## config.mk

```make
export PLATFORM = sky130hd
export DESIGN_NAME = dchain_slave
export DESIGN_NICKNAME = d
export VERILOG_FILES = /design/src/rtl/dchain_pkg.sv /design/src/rtl/dchain_sync.sv /design/src/rtl/dchain_ctrl.sv /design/src/rtl/dchain_shreg.sv /design/src/rtl/dchain_slave.sv
export SDC_FILE = /design/constraint.sdc
export NUM_CORES = 1
export LEC_CHECK = 0
export BUFFER_PORTS_ARGS = -buffer_cell sky130_fd_sc_hd__buf_2
export CORE_ASPECT_RATIO = 1.25
export CORE_MARGIN = 1
export CORE_UTILIZATION = 40
export CTS_BUF_LIST = sky130_fd_sc_hd__clkbuf_8 sky130_fd_sc_hd__clkbuf_16
export DETAILED_ROUTE_END_ITERATION = 16
export PLACE_DENSITY = 0.58
export SETUP_SLACK_MARGIN = 0.2
export SLEW_MARGIN = 40
export SYNTH_ARGS = -nofsm -noshare
export SYNTH_HDL_FRONTEND = slang
export SYNTH_SLANG_ARGS = --single-unit
```

## constraint.sdc

```tcl
create_clock -name clk -period 4.85 [get_ports clk]
set_clock_uncertainty 0.15 [all_clocks]
set_input_delay 0.97 -clock clk [delete_from_list [all_inputs] [get_ports clk]]
set_output_delay 0.97 -clock clk [all_outputs]
set_load 0.02 [all_outputs]
```

## src/rtl/dchain_pkg.sv

```systemverilog
package dchain_pkg;
    typedef enum logic [1:0] {
        ST_IDLE    = 2'd0,
        ST_CAPTURE = 2'd1,
        ST_SHIFT   = 2'd2
    } dchain_state_e;
endpackage

```

## src/rtl/dchain_sync.sv

```systemverilog
module dchain_sync #(
    parameter int              WIDTH   = 3,
    parameter int              STAGES  = 2,
    parameter logic [WIDTH-1:0] RST_VAL = '0
) (
    input  logic             clk,
    input  logic             rst_n,
    input  logic [WIDTH-1:0] async_i,
    output logic [WIDTH-1:0] sync_o
);
    logic [WIDTH-1:0] stage_q [STAGES];

    for (genvar s = 0; s < STAGES; s++) begin : g_stage
        if (s == 0) begin : g_first
            always_ff @(posedge clk or negedge rst_n) begin
                if (!rst_n) stage_q[s] <= RST_VAL;
                else        stage_q[s] <= async_i;
            end
        end else begin : g_next
            always_ff @(posedge clk or negedge rst_n) begin
                if (!rst_n) stage_q[s] <= RST_VAL;
                else        stage_q[s] <= stage_q[s-1];
            end
        end
    end

    assign sync_o = stage_q[STAGES-1];
endmodule

```

## src/rtl/dchain_ctrl.sv

```systemverilog
module dchain_ctrl
    import dchain_pkg::*;
(
    input  logic clk,
    input  logic rst_n,
    input  logic sel_s,
    input  logic sclk_s,
    input  logic load_en,
    output logic load_o,
    output logic sample_o,
    output logic shift_o,
    output logic latch_o
);
    dchain_state_e state_q, state_d;

    always_ff @(posedge clk or negedge rst_n) begin
        if (!rst_n) state_q <= ST_IDLE;
        else        state_q <= state_d;
    end

    always_comb begin
        state_d = state_q;
        unique case (state_q)
            ST_IDLE:    if (!sel_s) state_d = ST_CAPTURE;
            ST_CAPTURE: if (sel_s) state_d = ST_IDLE;
                        else if (sclk_s) state_d = ST_SHIFT;
            ST_SHIFT:   if (sel_s) state_d = ST_IDLE;
                        else if (!sclk_s) state_d = ST_CAPTURE;
            default:    state_d = ST_IDLE;
        endcase
    end

    always_comb begin
        load_o   = 1'b0;
        sample_o = 1'b0;
        shift_o  = 1'b0;
        latch_o  = 1'b0;
        unique case (state_q)
            ST_IDLE:    load_o = !sel_s && load_en;
            ST_CAPTURE: begin
                latch_o  = sel_s;
                sample_o = !sel_s && sclk_s;
            end
            ST_SHIFT:   begin
                latch_o = sel_s;
                shift_o = !sel_s && !sclk_s;
            end
            default:    latch_o = 1'b0;
        endcase
    end
endmodule

```

## src/rtl/dchain_shreg.sv

```systemverilog
module dchain_shreg #(
    parameter int WIDTH = 8
) (
    input  logic             clk,
    input  logic             rst_n,
    input  logic             load,
    input  logic             sample,
    input  logic             shift,
    input  logic             latch,
    input  logic             sdi_s,
    input  logic [WIDTH-1:0] par_in,
    output logic [WIDTH-1:0] word_o,
    output logic [WIDTH-1:0] par_out
);
    logic [WIDTH-1:0] word_q;
    logic             bit_q;

    always_ff @(posedge clk or negedge rst_n) begin
        if (!rst_n) begin
            word_q  <= '0;
            bit_q   <= 1'b0;
            par_out <= '0;
        end else begin
            if (sample) bit_q <= sdi_s;
            if (load)
                word_q <= par_in;
            else if (shift)
                word_q <= {word_q[WIDTH-2:0], bit_q};
            if (latch) par_out <= word_q;
        end
    end

    assign word_o = word_q;
endmodule

```

## src/rtl/dchain_slave.sv

```systemverilog
module dchain_slave #(
    parameter int WIDTH       = 8,
    parameter int SYNC_STAGES = 2
) (
    input  logic             clk,
    input  logic             rst_n,
    input  logic             sclk,
    input  logic             sel_n,
    input  logic             sdi,
    output logic             sdo,
    input  logic             load_en,
    input  logic [WIDTH-1:0] par_in,
    output logic [WIDTH-1:0] par_out
);
    localparam int NPINS = 3;

    logic [NPINS-1:0] pins_s;
    logic             sclk_s, sel_s, sdi_s;
    logic             load_s, sample_s, shift_s, latch_s;
    logic [WIDTH-1:0] shreg_q;

    dchain_sync #(
        .WIDTH  (NPINS),
        .STAGES (SYNC_STAGES),
        .RST_VAL(3'b010)
    ) u_sync (
        .clk    (clk),
        .rst_n  (rst_n),
        .async_i({sclk, sel_n, sdi}),
        .sync_o (pins_s)
    );

    assign {sclk_s, sel_s, sdi_s} = pins_s;

    dchain_ctrl u_ctrl (
        .clk     (clk),
        .rst_n   (rst_n),
        .sel_s   (sel_s),
        .sclk_s  (sclk_s),
        .load_en (load_en),
        .load_o  (load_s),
        .sample_o(sample_s),
        .shift_o (shift_s),
        .latch_o (latch_s)
    );

    dchain_shreg #(.WIDTH(WIDTH)) u_shreg (
        .clk    (clk),
        .rst_n  (rst_n),
        .load   (load_s),
        .sample (sample_s),
        .shift  (shift_s),
        .latch  (latch_s),
        .sdi_s  (sdi_s),
        .par_in (par_in),
        .word_o (shreg_q),
        .par_out(par_out)
    );

    assign sdo = shreg_q[WIDTH-1];
endmodule

```

==> metrics.md, run 1 <==
| Metric | Value |
|---|---|
| Run status | finished clean |
| DRC violation count after routing | 0 |
| Number of global-route vias before repair | 651 |
| Total count of hold-check failures in the final report | 0 |
| Residual overflow from global routing | 0 |
| Chip Width | 48.7 µm |
| Cell type contributing the most total cell area after synthesis | sky130_fd_sc_hd__dfrtp_1 |
| Final layout net count | 126 |
| Synth Instances | 82 |
| Final design instance area without fill | 1260 µm² |
| P&R area growth vs syn | 15.5% |
| Antenna violations before repair | 0 |
| Worst slew margin relative to its limit | 47.0% |
| P_leak | 0.551 nW |
| I/O pin total | 23 |
| Final Util | 50.3% |
| Total Negative Setup Slacks | 0 ns |
| DP Area | 1210 µm² |
| Syn avg cell area | 13.3 µm² |
| Total power density per cell area | 567 nW/µm² |
| Fill cell count | 238 |
| Max-capacitance violation count | 0 |
| Detailed-router iteration count before antenna repair | 4 |
| Sequential area share after synthesis | 57.6% |
| Post-detailed-placement half-perimeter wirelength | 1220 µm |
| Combined global-route utilization of all metal layers | 14.4% |
| Die ar. | 2940 µm² |
| Min-delay worst type | flip-flop to flip-flop |
| Critical Path End Type | flip-flop |
| Clock tree from TritonCTS | yes |
| Clock latency on the worst-skew pair | 0.26 ns |
| Fraction of layout instances using a drive strength above 1 | 36.2% |
| Peak VDD IR | 0.000274 V |
| Fin crit share | 41.7% |
| Vias after detailed routing | 676 |
| Unrepaired setup endpoints after global routing | no |
| Endpoint arrival time on the critical path | 2.00 ns |
| Max Clk Rate | 494 MHz |
| Maximum fanout along the worst path | 8 |
| Critical path launch point type | flip-flop |
| Required time reported for the critical path endpoint | 4.82 ns |
| Average vias per placed instance | 4.90 |
| Worst-Margin Slew | 0.792 ns |
| Count of buffers added by post-CTS timing repair for setup | 0 |
| Root cell of the clock tree | sky130_fd_sc_hd__clkbuf_8 |
| Initial cell density of the core | 43.6% |
| Post-cts sizing count | 0 |
| Core Area | 2500 µm² |
| Clock slew at the register clock pins of the worst setup and hold paths | 0.08 ns |
| Reg2reg setup slack | 2.83 ns |
| Max Buffers Root-to-Sink | 2 |
| Wire length of the first global-routing pass | 3170 µm |
| Diodes inserted | 0 |
| ANT nets after route | 0 |
| Htree depth | 1 |
| Height of the die | 60.4 µm |
| Drt wl/cell | 12.7 µm |
| Warnings from Yosys | 0 |
| Slowest cell delay on critical path | 0.65 ns |
| Final-report setup violation count | 0 |
| Row cnt | 20 |
| Library cells used by synthesis | 16 |
| Fraction of synthesized cell area taken by the top area cell type | 52.8% |
| #FFs+latches synth | 25 |
| Series of cell instances along the critical path | inv_1, ha_1, nor3b_2, mux2i_1, a21oi_1 |
| Clock net sink count | 25 |
| 1st-iter DRT viols | 13 |
| Crit path time final | 2.02 ns |
| Routability congestion estimate | 0.719 |
| Number of nets in the synthesized netlist | 102 |
| Number of pins exceeding their max-slew limit in the final report | 0 |
| Final wirelength | 1750 µm |
| Netlist area before placement | 1090 µm² |
| Slowest cell on the critical path | sky130_fd_sc_hd__nor3b_2 |
| Critical path start-end classification | flip-flop to flip-flop |
| Maximum number of pins on one net before global-route repair | 26 |
| Port buffer count | 22 |
| Main area contributors after synthesis | sky130_fd_sc_hd__dfrtp_1, sky130_fd_sc_hd__mux2_2, sky130_fd_sc_hd__mux2i_1, sky130_fd_sc_hd__ha_1, sky130_fd_sc_hd__dfstp_2 |
| Count of hold buffers inserted by post-cts repair | 0 |
| Number of CTS-inserted buffers | 3 |
per-stage QoR:
step | cells | hold WS, ns | total power, mW | setup slack (ns)
CTS | 138 | 0.209 | 0.724 | 2.81
global placement | 134 | 0.181 | 0.598 | 2.77
floorplan | 82 | 0.181 | 0.525 | 3.13
global route | 138 | 0.212 | 0.768 | 2.64
detailed placement | 134 | 0.190 | 0.605 | 2.79
finish | 138 | 0.207 | 0.714 | 2.83
cell type report:
type                    count  area, µm²  share of cell area, %
flip-flops and latches     25        628                   49.9
multi-input cells          52        428                   34.0
repair buffers             22        110                   8.74
clock buffers               3       41.3                   3.28
well taps                  33       41.3                   3.28
inverters                   2       7.51                  0.596
clock inverters             1       3.75                  0.298
cell usage in the layout, fill, tap and decap left out, drive strengths merged, types with 3 or more instances in the layout:
master / instances
dfrtp: 23
buf: 22
mux2: 10
mux2i: 10
nor2: 9
a21oi: 8
ha: 6
inv: 3
clkbuf: 3
routing by layer:
layer	up-vias	track usage, %	share of wire (%)
met5	-	0	0
met4	0	7.56	1.3
met3	2	2.76	4.1
met2	15	21.0	43
met1	332	20.7	52
li1	327	-	-
sequential cells by signal (all words and copies together) (netlist names):
name	count
u_ctrl.state_q	2
u_sync.stage_q	3
u_sync.sync_o	3
u_shreg.par_out	8
u_shreg.bit_q	1
u_shreg.word_o	8
power breakdown:
group          switching [mW]  internal (mW)  total, mW  leakage, nW
Clock                  0.0609         0.0565      0.117       0.0269
Sequential             0.0513          0.286      0.338        0.279
Combinational           0.137          0.122      0.259        0.245
Total                   0.249          0.465      0.714        0.551
cells by family (layout without fill, tap and decap cells):
group                      after synthesis  count (layout)  share of synthesized area (%)
adders and majority gates                6               6                           6.88
DFF                                     25              25                           57.6
and+or+nand+nor                         15              15                           6.88
muxes                                   20              20                           19.5
AOI/OAI and AO/OA                       11              11                           5.96
buffers and inverters                    5              28                           3.21
cells in the mapped netlist, drive strengths merged:
cell type   n
dfrtp      23
mux2       10
mux2i      10
nor2        9
a21oi       8
ha          6
buf         3
dfstp       2
inv         2
nand2       2
nand3b      2
o2bb2ai     2
nor2b       1
nor3b       1
o31ai       1
path summary, 6_finish.rpt:
kind | end | depth (start not counted) | from
setup / recovery | u_shreg.word_o[6]$_DFFE_PN0P_ | 5 | u_ctrl.state_q[0]$_DFFE_PN0P_
hold / removal | u_sync.sync_o[0]$_DFF_PN0_ | 0 | u_sync.stage_q[3]$_DFF_PN0_
setup reg to reg | u_shreg.word_o[6]$_DFFE_PN0P_ | 5 | u_ctrl.state_q[0]$_DFFE_PN0P_
hold reg to reg | u_sync.sync_o[0]$_DFF_PN0_ | 0 | u_sync.stage_q[3]$_DFF_PN0_
max in group asynchronous | u_sync.sync_o[1]$_DFF_PN1_ | 1 | rst_n
min in group asynchronous | u_shreg.word_o[7]$_DFFE_PN0P_ | 1 | rst_n
critical path, delay by kind of cell (launching register included):
| kind | cells | cell delay (ns) |
|---|---|---|
| AND/OR/NAND/NOR | 1 | 0.65 |
| AO/OA/AOI/OAI | 1 | 0.08 |
| buffers and inverters | 1 | 0.13 |
| multiplexers | 1 | 0.27 |
| flip-flops | 1 | 0.44 |
| adder cells (fa/ha/maj) | 1 | 0.16 |
(Power assumes the default switching activity.)
==> inputs of run 2 (changes only) <==
- ABC_AREA: not set -> 1
- PLACE_DENSITY: 0.58 -> 0.57
- clock period: 4.85 -> 2 ns (I/O delays scaled with it)
==> run 2 against run 1 <==
Against the previous run: fmax grew 29%; design area grew 7.2%; area after synthesis grew 9.1%; worst setup slack lost 2.4 ns; routed wire length grew 34%; clock power grew 140%; non-clock buffer count grew 1; worst hold slack lost 0.13 ns; sequential share of layout area shrank 3.4 points; critical path depth is the same; global-route usage grew 2.1 points; final cell count grew 30%; critical endpoint is now u_shreg.word_o[1]$_DFFE_PN0P_.
==> metrics.md, run 2 <==
| Metric | Value |
|---|---|
| Slowest cell on the critical path | sky130_fd_sc_hd__dfrtp_1 (was sky130_fd_sc_hd__nor3b_2) |
| Unrepaired setup endpoints after global routing | no (unchanged) |
| DRC violation count after routing | 0 (unchanged) |
| P&R area growth vs syn | 13.6% (was 15.5%) |
| Routability congestion estimate | 0.760 (was 0.719) |
| Total Negative Setup Slacks | 0 ns (unchanged) |
| Average vias per placed instance | 5.19 (was 4.90) |
| Netlist area before placement | 1190 µm² (was 1090 µm²) |
| Drt wl/cell | 13.0 µm (was 12.7 µm) |
| Worst setup path startpoint | u_ctrl.state_q[0]$_DFFE_PN0P_ (unchanged) |
| Maximum number of pins on one net before global-route repair | 26 (unchanged) |
| Fraction of layout instances using a drive strength above 1 | 22.6% (was 36.2%) |
| Diodes inserted | 0 (unchanged) |
| Root cell of the clock tree | sky130_fd_sc_hd__clkbuf_8 (unchanged) |
| Warnings from Yosys | 0 (unchanged) |
| Run status | finished clean (unchanged) |
| Clock tree from TritonCTS | yes (unchanged) |
| Core Area | 2760 µm² (was 2500 µm²) |
| Row cnt | 21 (was 20) |
| Final layout net count | 167 (was 126) |
| Most numerous cell in the Yosys netlist | sky130_fd_sc_hd__nand3_1 (was sky130_fd_sc_hd__dfrtp_1) |
| Crit Reg-Reg Startpoint | u_ctrl.state_q[0]$_DFFE_PN0P_ (unchanged) |
| Residual overflow from global routing | 0 (unchanged) |
| Wire length of the first global-routing pass | 3870 µm (was 3170 µm) |
| WHS | 0.0769 ns (was 0.207 ns) |
| Reg2reg setup slack | 0.43 ns (was 2.83 ns) |
| Max Clk Rate | 637 MHz (was 494 MHz) |
| Main area contributors after synthesis | sky130_fd_sc_hd__dfrtp_1, sky130_fd_sc_hd__nand3_1, sky130_fd_sc_hd__nand2_1, sky130_fd_sc_hd__ha_1, sky130_fd_sc_hd__nand4_1 (was sky130_fd_sc_hd__dfrtp_1, sky130_fd_sc_hd__mux2_2, sky130_fd_sc_hd__mux2i_1, sky130_fd_sc_hd__ha_1, sky130_fd_sc_hd__dfstp_2) |
| Combined global-route utilization of all metal layers | 16.6% (was 14.4%) |
| Clock share of power | 15.3% (was 16.4%) |
| Bufs and invs on worst path | 1 (unchanged) |
| Library cells used by synthesis | 18 (was 16) |
| I/O pin total | 23 (unchanged) |
| Top library cells by usage in the layout, fill and taps aside | sky130_fd_sc_hd__nand3_1, sky130_fd_sc_hd__nand2_1, sky130_fd_sc_hd__dfrtp_1 (was sky130_fd_sc_hd__dfrtp_1, sky130_fd_sc_hd__buf_2, sky130_fd_sc_hd__mux2_2, sky130_fd_sc_hd__mux2i_1, sky130_fd_sc_hd__nor2_1) |
| Syn avg cell area | 9.52 µm² (was 13.3 µm²) |
| Die ar. | 3200 µm² (was 2940 µm²) |
| Clock net sink count | 25 (unchanged) |
| Fin crit share | 78.5% (was 41.7%) |
| Total count of hold-check failures in the final report | 0 (unchanged) |
| Slowest cell delay on critical path | 0.43 ns (was 0.65 ns) |
| Max Buffers Root-to-Sink | 2 (unchanged) |
| Number of nets in the synthesized netlist | 145 (was 102) |
| Count of buffers added by post-CTS timing repair for setup | 0 (unchanged) |
| Start point of the worst hold path | sel_n (was u_sync.stage_q[3]$_DFF_PN0_) |
| Vias after detailed routing | 934 (was 676) |
| Critical path start-end classification | flip-flop to flip-flop (unchanged) |
| Height of the die | 63.0 µm (was 60.4 µm) |
| Internal cell power | 1.11 mW (was 0.465 mW) |
| Most repeated library cell on the critical path | sky130_fd_sc_hd__nand3_1 |
| Clock latency on the worst-skew pair | 0.26 ns (about the same) |
| Final-report setup violation count | 0 (unchanged) |
| Setup slack after layout | 0.431 ns (was 2.83 ns) |
| Antenna violations before repair | 0 (unchanged) |
| Switching power | 0.769 mW (was 0.249 mW) |
| Synth Instances | 125 (was 82) |
| P_leak | 0.699 nW (was 0.551 nW) |
| Number of CTS-inserted buffers | 3 (unchanged) |
| Critical Path End Type | flip-flop (unchanged) |
| Maximum fanout along the worst path | 16 (was 8) |
| Worst path top cell family by delay | flip-flops (was simple AND/OR/NAND/NOR gates) |
| Detailed-router iteration count before antenna repair | 4 (unchanged) |
| Count of flip-flops with a built-in enable after synthesis | 0 (unchanged) |
| Crit path time final | 1.57 ns (was 2.02 ns) |
| Series of cell instances along the critical path | inv_1, ha_2, nand3_4, nand3_1, nand3_1 (was inv_1, ha_1, nor3b_2, mux2i_1, a21oi_1) |
| Chip Width | 50.8 µm (was 48.7 µm) |
| #FFs+latches synth | 25 (unchanged) |
| Initial cell density of the core | 43.1% (was 43.6%) |
| Async SR Flop Fraction | 100% (unchanged) |
| Number of pins exceeding their max-slew limit in the final report | 0 (unchanged) |
| Port buffer count | 22 (unchanged) |
| Peak VDD IR | 0.000970 V (was 0.000274 V) |
| Fraction of synthesized cell area taken by the top area cell type | 48.4% (was 52.8%) |
| Clock slew at the register clock pins of the worst setup and hold paths | 0.08 ns (about the same) |
| Max-capacitance violation count | 0 (unchanged) |
| Total power density per cell area | 1390 nW/µm² (was 567 nW/µm²) |
| Cell total after placement | 175 (was 134) |
| Minimum setup slack after placement | 0.319 ns (was 2.79 ns) |
| Cell types with the highest counts after synthesis | sky130_fd_sc_hd__nand3_1, sky130_fd_sc_hd__nand2_1, sky130_fd_sc_hd__dfrtp_1 (was sky130_fd_sc_hd__dfrtp_1, sky130_fd_sc_hd__mux2_2, sky130_fd_sc_hd__mux2i_1) |
| ANT nets after route | 0 (unchanged) |
| 1st-iter DRT viols | 30 (was 13) |
| Htree depth | 1 (unchanged) |
| Sequential area share after synthesis | 52.8% (was 57.6%) |
| Post-detailed-placement half-perimeter wirelength | 1740 µm (was 1220 µm) |
| Cell type contributing the most total cell area after synthesis | sky130_fd_sc_hd__dfrtp_1 (unchanged) |
| Part of the total power dissipated in sequential elements | 43.4% (was 47.3%) |
| Combinational share of power | 41.3% (was 36.3%) |
| Required time reported for the critical path endpoint | 2.00 ns (was 4.82 ns) |
| Endpoint arrival time on the critical path | 1.57 ns (was 2.00 ns) |
| Number of global-route vias before repair | 897 (was 651) |
| Sw frac | 41.0% (was 34.9%) |
| Min-delay worst type | primary input to flip-flop (was flip-flop to flip-flop) |
| Final cell count without fillers | 180 (was 138) |
| Commonest non-fill, non-tap cell in the layout | sky130_fd_sc_hd__nand3_1 (was sky130_fd_sc_hd__dfrtp_1) |
| Worst slew margin relative to its limit | 63.1% (was 47.0%) |
| Final wirelength | 2340 µm (was 1750 µm) |
| Worst-Margin Slew | 0.553 ns (was 0.792 ns) |
| Dominant register cell in the synthesized netlist | sky130_fd_sc_hd__dfrtp_1 (unchanged) |
| Final Util | 49.0% (was 50.3%) |
| Critical path launch point type | flip-flop (unchanged) |
==> run 2: cell types whose count changed after synthesis, sizes merged, moves of 6 or more <==
cell,before,now
a21oi,8,1
nor2,9,1
mux2i,10,0
mux2,10,0
nand3,0,39
nand4,0,9
nand2,2,28
inv,2,8
==> run 2: power by group through the flow <==
stage	Combinational, mW	Clock [mW]	Sequential, mW
4_1_cts	0.765	0.297	0.817
3_5_place_dp	0.763	0	0.827
3_3_place_gp	0.741	0	0.814
2_1_floorplan	0.505	0	0.883
5_1_grt	0.883	0.308	0.843
6_report	0.774	0.286	0.815
==> run 2: cell families (layout without fill, tap and decap cells) <==
logic type / after synthesis / after routing / share of synthesized area [%]
buffers and inverters: 14 / 35 / 6.83
AND/OR/NAND/NOR: 78 / 78 / 33.2
flip-flops: 25 / 25 / 52.8
AO/OA/AOI/OAI: 2 / 2 / 0.840
adder cells (fa/ha/maj): 6 / 6 / 6.31
==> run 2: area by class of cell <==
class / count / area, µm²
fillers: 275 / 1410
flip-flops and latches: 25 / 628
multi-input cells: 86 / 483
repair buffers: 23 / 120
well taps: 34 / 42.5
clock buffers: 3 / 41.3
inverters: 8 / 32.5
clock inverters: 1 / 3.75
==> run 2: path summary, 6_finish.rpt <==
check | to | depth (start not counted)
worst max-delay path | u_shreg.word_o[1]$_DFFE_PN0P_ | 5
worst min-delay path | u_sync.stage_q[4]$_DFF_PN1_ | 1
worst max register to register | u_shreg.word_o[1]$_DFFE_PN0P_ | 5
worst min register to register | u_sync.sync_o[0]$_DFF_PN0_ | 0
max in group asynchronous | u_sync.sync_o[1]$_DFF_PN1_ | 2
min in group asynchronous | u_shreg.par_out[6]$_DFFE_PN0P_ | 2
==> run 2: routing by layer <==
layer / track usage [%] / wire (µm)
met5: 0 / 0
met3: 3.16 / 106
met1: 18.9 / 961
met2: 29.2 / 1230
met4: 7.29 / 40
==> run 2: metrics by stage <==
stage | area [µm²] | total power [mW]
6_report | 1350 | 1.88
5_1_grt | 1350 | 2.03
4_1_cts | 1350 | 1.88
3_5_place_dp | 1290 | 1.59
3_3_place_gp | 1290 | 1.56
2_1_floorplan | 1190 | 1.39
==> run 2: timing repair <==
action                                  CTS  global route
endpoints found under the hold margin    23             0
hold buffers                              1             0
resized for setup                         0             1
endpoints found under the setup margin    0             9
==> inputs of run 3 (changes only) <==
- ABC_AREA: 1 -> 0
- PLACE_DENSITY: 0.57 -> 0.6
- clock period: 2 -> 1.4 ns (I/O delays scaled with it)
==> run 3 against run 2 <==
Against the previous run: the flow now finishes with violations (setup timing); worst setup slack worse by 0.58 ns; sequential cell count stayed put; combinational power rose by 120%; die area is 8.0% lower; global-route usage decreased by 0.93 points; sequential share of layout area fell by 7.9 points; total power up 77%; count of clock-buffer cells in the layout did not move; routed wire length down 13%; register-to-register slack worse by 0.58 ns; critical path type unchanged; largest power group is now combinational logic.
==> metrics.md, run 3 (synthesis results as in run 1) <==
| Metric | Value |
|---|---|
| Run status | finished with violations (was finished clean) |
| Violated checks | setup timing |
| Bufs and invs on worst path | 2 (was 1) |
| Fill cell count | 210 (was 275) |
| Root cell of the clock tree | sky130_fd_sc_hd__clkbuf_8 (unchanged) |
| Core Area | 2500 µm² (was 2760 µm²) |
| Final wirelength | 2030 µm (was 2340 µm) |
| Total count of hold-check failures in the final report | 0 (unchanged) |
| Slowest cell on the critical path | sky130_fd_sc_hd__dfrtp_2 (was sky130_fd_sc_hd__dfrtp_1) |
| Antenna violations before repair | 0 (unchanged) |
| Number of CTS-inserted buffers | 3 (unchanged) |
| WHS | 0.112 ns (was 0.0769 ns) |
| Maximum fanout along the worst path | 8 (was 16) |
| Max-capacitance violation count | 0 (unchanged) |
| Critical path launch point type | flip-flop (unchanged) |
| Worst path top cell family by delay | flip-flops (unchanged) |
| Final layout net count | 152 (was 167) |
| Routability congestion estimate | 0.697 (was 0.760) |
| Crit path time final | 1.55 ns (was 1.57 ns) |
| Diodes inserted | 0 (unchanged) |
| Total Negative Setup Slacks | -2.66 ns (was 0 ns) |
| Clock slew at the register clock pins of the worst setup and hold paths | 0.08 ns (about the same) |
| Total power density per cell area | 2030 nW/µm² (was 1390 nW/µm²) |
| Top library cells by usage in the layout, fill and taps aside | sky130_fd_sc_hd__dfrtp_1, sky130_fd_sc_hd__buf_4, sky130_fd_sc_hd__buf_2 (was sky130_fd_sc_hd__nand3_1, sky130_fd_sc_hd__nand2_1, sky130_fd_sc_hd__dfrtp_1) |
| Wire length of the first global-routing pass | 3390 µm (was 3870 µm) |
| Initial cell density of the core | 43.6% (was 43.1%) |
| Required time reported for the critical path endpoint | 1.40 ns (was 2.00 ns) |
| Clock latency on the worst-skew pair | 0.26 ns (about the same) |
| Number of global-route vias before repair | 752 (was 897) |
| Fin crit share | 111% (was 78.5%) |
| Endpoint arrival time on the critical path | 1.55 ns (was 1.57 ns) |
| Height of the die | 60.4 µm (was 63.0 µm) |
| Row cnt | 20 (was 21) |
| Maximum number of pins on one net before global-route repair | 26 (unchanged) |
| Slowest cell delay on critical path | 0.44 ns (was 0.43 ns) |
| Vias after detailed routing | 774 (was 934) |
| Unrepaired setup endpoints after global routing | yes (was no) |
| Final-report setup violation count | 19 (was 0) |
| Die ar. | 2940 µm² (was 3200 µm²) |
| Worst-Margin Slew | 0.541 ns (was 0.553 ns) |
| Final design instance area without fill | 1630 µm² (was 1350 µm²) |
| Average vias per placed instance | 4.72 (was 5.19) |
| Max Clk Rate | 645 MHz (was 637 MHz) |
| Min-delay worst type | primary input to flip-flop (unchanged) |
| Combined global-route utilization of all metal layers | 15.6% (was 16.6%) |
| Residual overflow from global routing | 0 (unchanged) |
| Setup slack after layout | -0.151 ns (was 0.431 ns) |
| Max Buffers Root-to-Sink | 2 (unchanged) |
| P_leak | 0.756 nW (was 0.699 nW) |
| DP Area | 1340 µm² (was 1290 µm²) |
| Drt wl/cell | 12.4 µm (was 13.0 µm) |
| Critical path start-end classification | flip-flop to flip-flop (unchanged) |
| Htree depth | 1 (unchanged) |
| ANT nets after route | 0 (unchanged) |
| Clock net sink count | 25 (unchanged) |
| Critical Path End Type | flip-flop (unchanged) |
| Series of cell instances along the critical path | inv_2, ha_4, nor3b_4, buf_6, mux2i_1, a21oi_1 (was inv_1, ha_2, nand3_4, nand3_1, nand3_1) |
| Chip Width | 48.7 µm (was 50.8 µm) |
| Post-detailed-placement half-perimeter wirelength | 1340 µm (was 1740 µm) |
| Sequential standard cell area | 631 µm² (was 628 µm²) |
| Commonest non-fill, non-tap cell in the layout | sky130_fd_sc_hd__dfrtp_1 (was sky130_fd_sc_hd__nand3_1) |
| Fraction of layout instances using a drive strength above 1 | 52.7% (was 22.6%) |
| Number of pins exceeding their max-slew limit in the final report | 0 (unchanged) |
| P&R area growth vs syn | 49.7% (was 13.6%) |
| Detailed-router iteration count before antenna repair | 4 (unchanged) |
| Multi-input logic area | 520 µm² (was 483 µm²) |
| I/O pin total | 23 (unchanged) |
| Clock tree from TritonCTS | yes (unchanged) |
| Worst slew margin relative to its limit | 63.9% (was 63.1%) |
| Port buffer count | 22 (unchanged) |
| Peak VDD IR | 0.000933 V (was 0.000970 V) |
| 1st-iter DRT viols | 15 (was 30) |
| DRC violation count after routing | 0 (unchanged) |
==> run 3: what timing repair did <==
| action | in CTS | in global routing |
|---|---|---|
| gates cloned | 0 | 0 |
| resized for setup | 27 | 0 |
| buffers inserted | 11 | 4 |
| pin swaps | 4 | 5 |
| hold buffers | 4 | 0 |
| endpoints found under the setup margin | 28 | 28 |
| endpoints found under the hold margin | 26 | 0 |
==> run 3: path summary, 6_finish.rpt <==
kind,slack (ns),cells past startpoint,end,start
setup / recovery,-0.15,6,u_shreg.word_o[2]$_DFFE_PN0P_,u_ctrl.state_q[0]$_DFFE_PN0P_
setup reg to reg,-0.15,6,u_shreg.word_o[2]$_DFFE_PN0P_,u_ctrl.state_q[0]$_DFFE_PN0P_
min in group asynchronous,0.38,2,u_shreg.par_out[7]$_DFFE_PN0P_,rst_n
max in group asynchronous,0.33,2,u_ctrl.state_q[0]$_DFFE_PN0P_,rst_n
hold / removal,0.11,3,u_shreg.word_o[0]$_DFFE_PN0P_,par_in[0]
hold reg to reg,0.21,0,u_sync.sync_o[1]$_DFF_PN1_,u_sync.stage_q[4]$_DFF_PN1_
==> run 3: final cells by class <==
cell class / count / area share [%]
flip-flops and latches: 25 / 38.6
multi-input cells: 52 / 31.9
repair buffers: 48 / 23.8
clock buffers: 3 / 2.53
well taps: 33 / 2.53
inverters: 2 / 0.460
clock inverters: 1 / 0.230
==> run 3: report_power, final <==
group	switching (mW)	total, mW	internal (mW)
logic	0.643	1.70	1.06
registers	0.216	1.21	0.998
clock network	0.207	0.402	0.195
==> run 3: layer usage <==
metal | GRT usage [%] | wire (µm) | vias to the layer above
li1 | - | - | 384
met1 | 18.8 | 855 | 367
met2 | 28.4 | 1090 | 21
met3 | 2.51 | 68 | 2
met4 | 6.30 | 14 | 0
met5 | 0 | 0 | -
==> run 3: metrics by stage <==
stage	power [mW]	setup WS, ns	util [%]	cells
2_1_floorplan	2.04	-0.102	-	82
5_1_grt	3.53	-0.261	65.3	164
3_5_place_dp	2.42	-0.221	53.7	141
6_report	3.32	-0.151	65.3	164
3_3_place_gp	2.38	-0.201	53.7	141
4_1_cts	3.26	-0.169	64.1	160
==> run 3: tightest hold or removal path: cells and delay by family <==
family                 cells  cell delay, ns
AND/OR/NAND/NOR            1            0.03
buffers and inverters      1            0.07
AO/OA/AOI/OAI              1            0.09
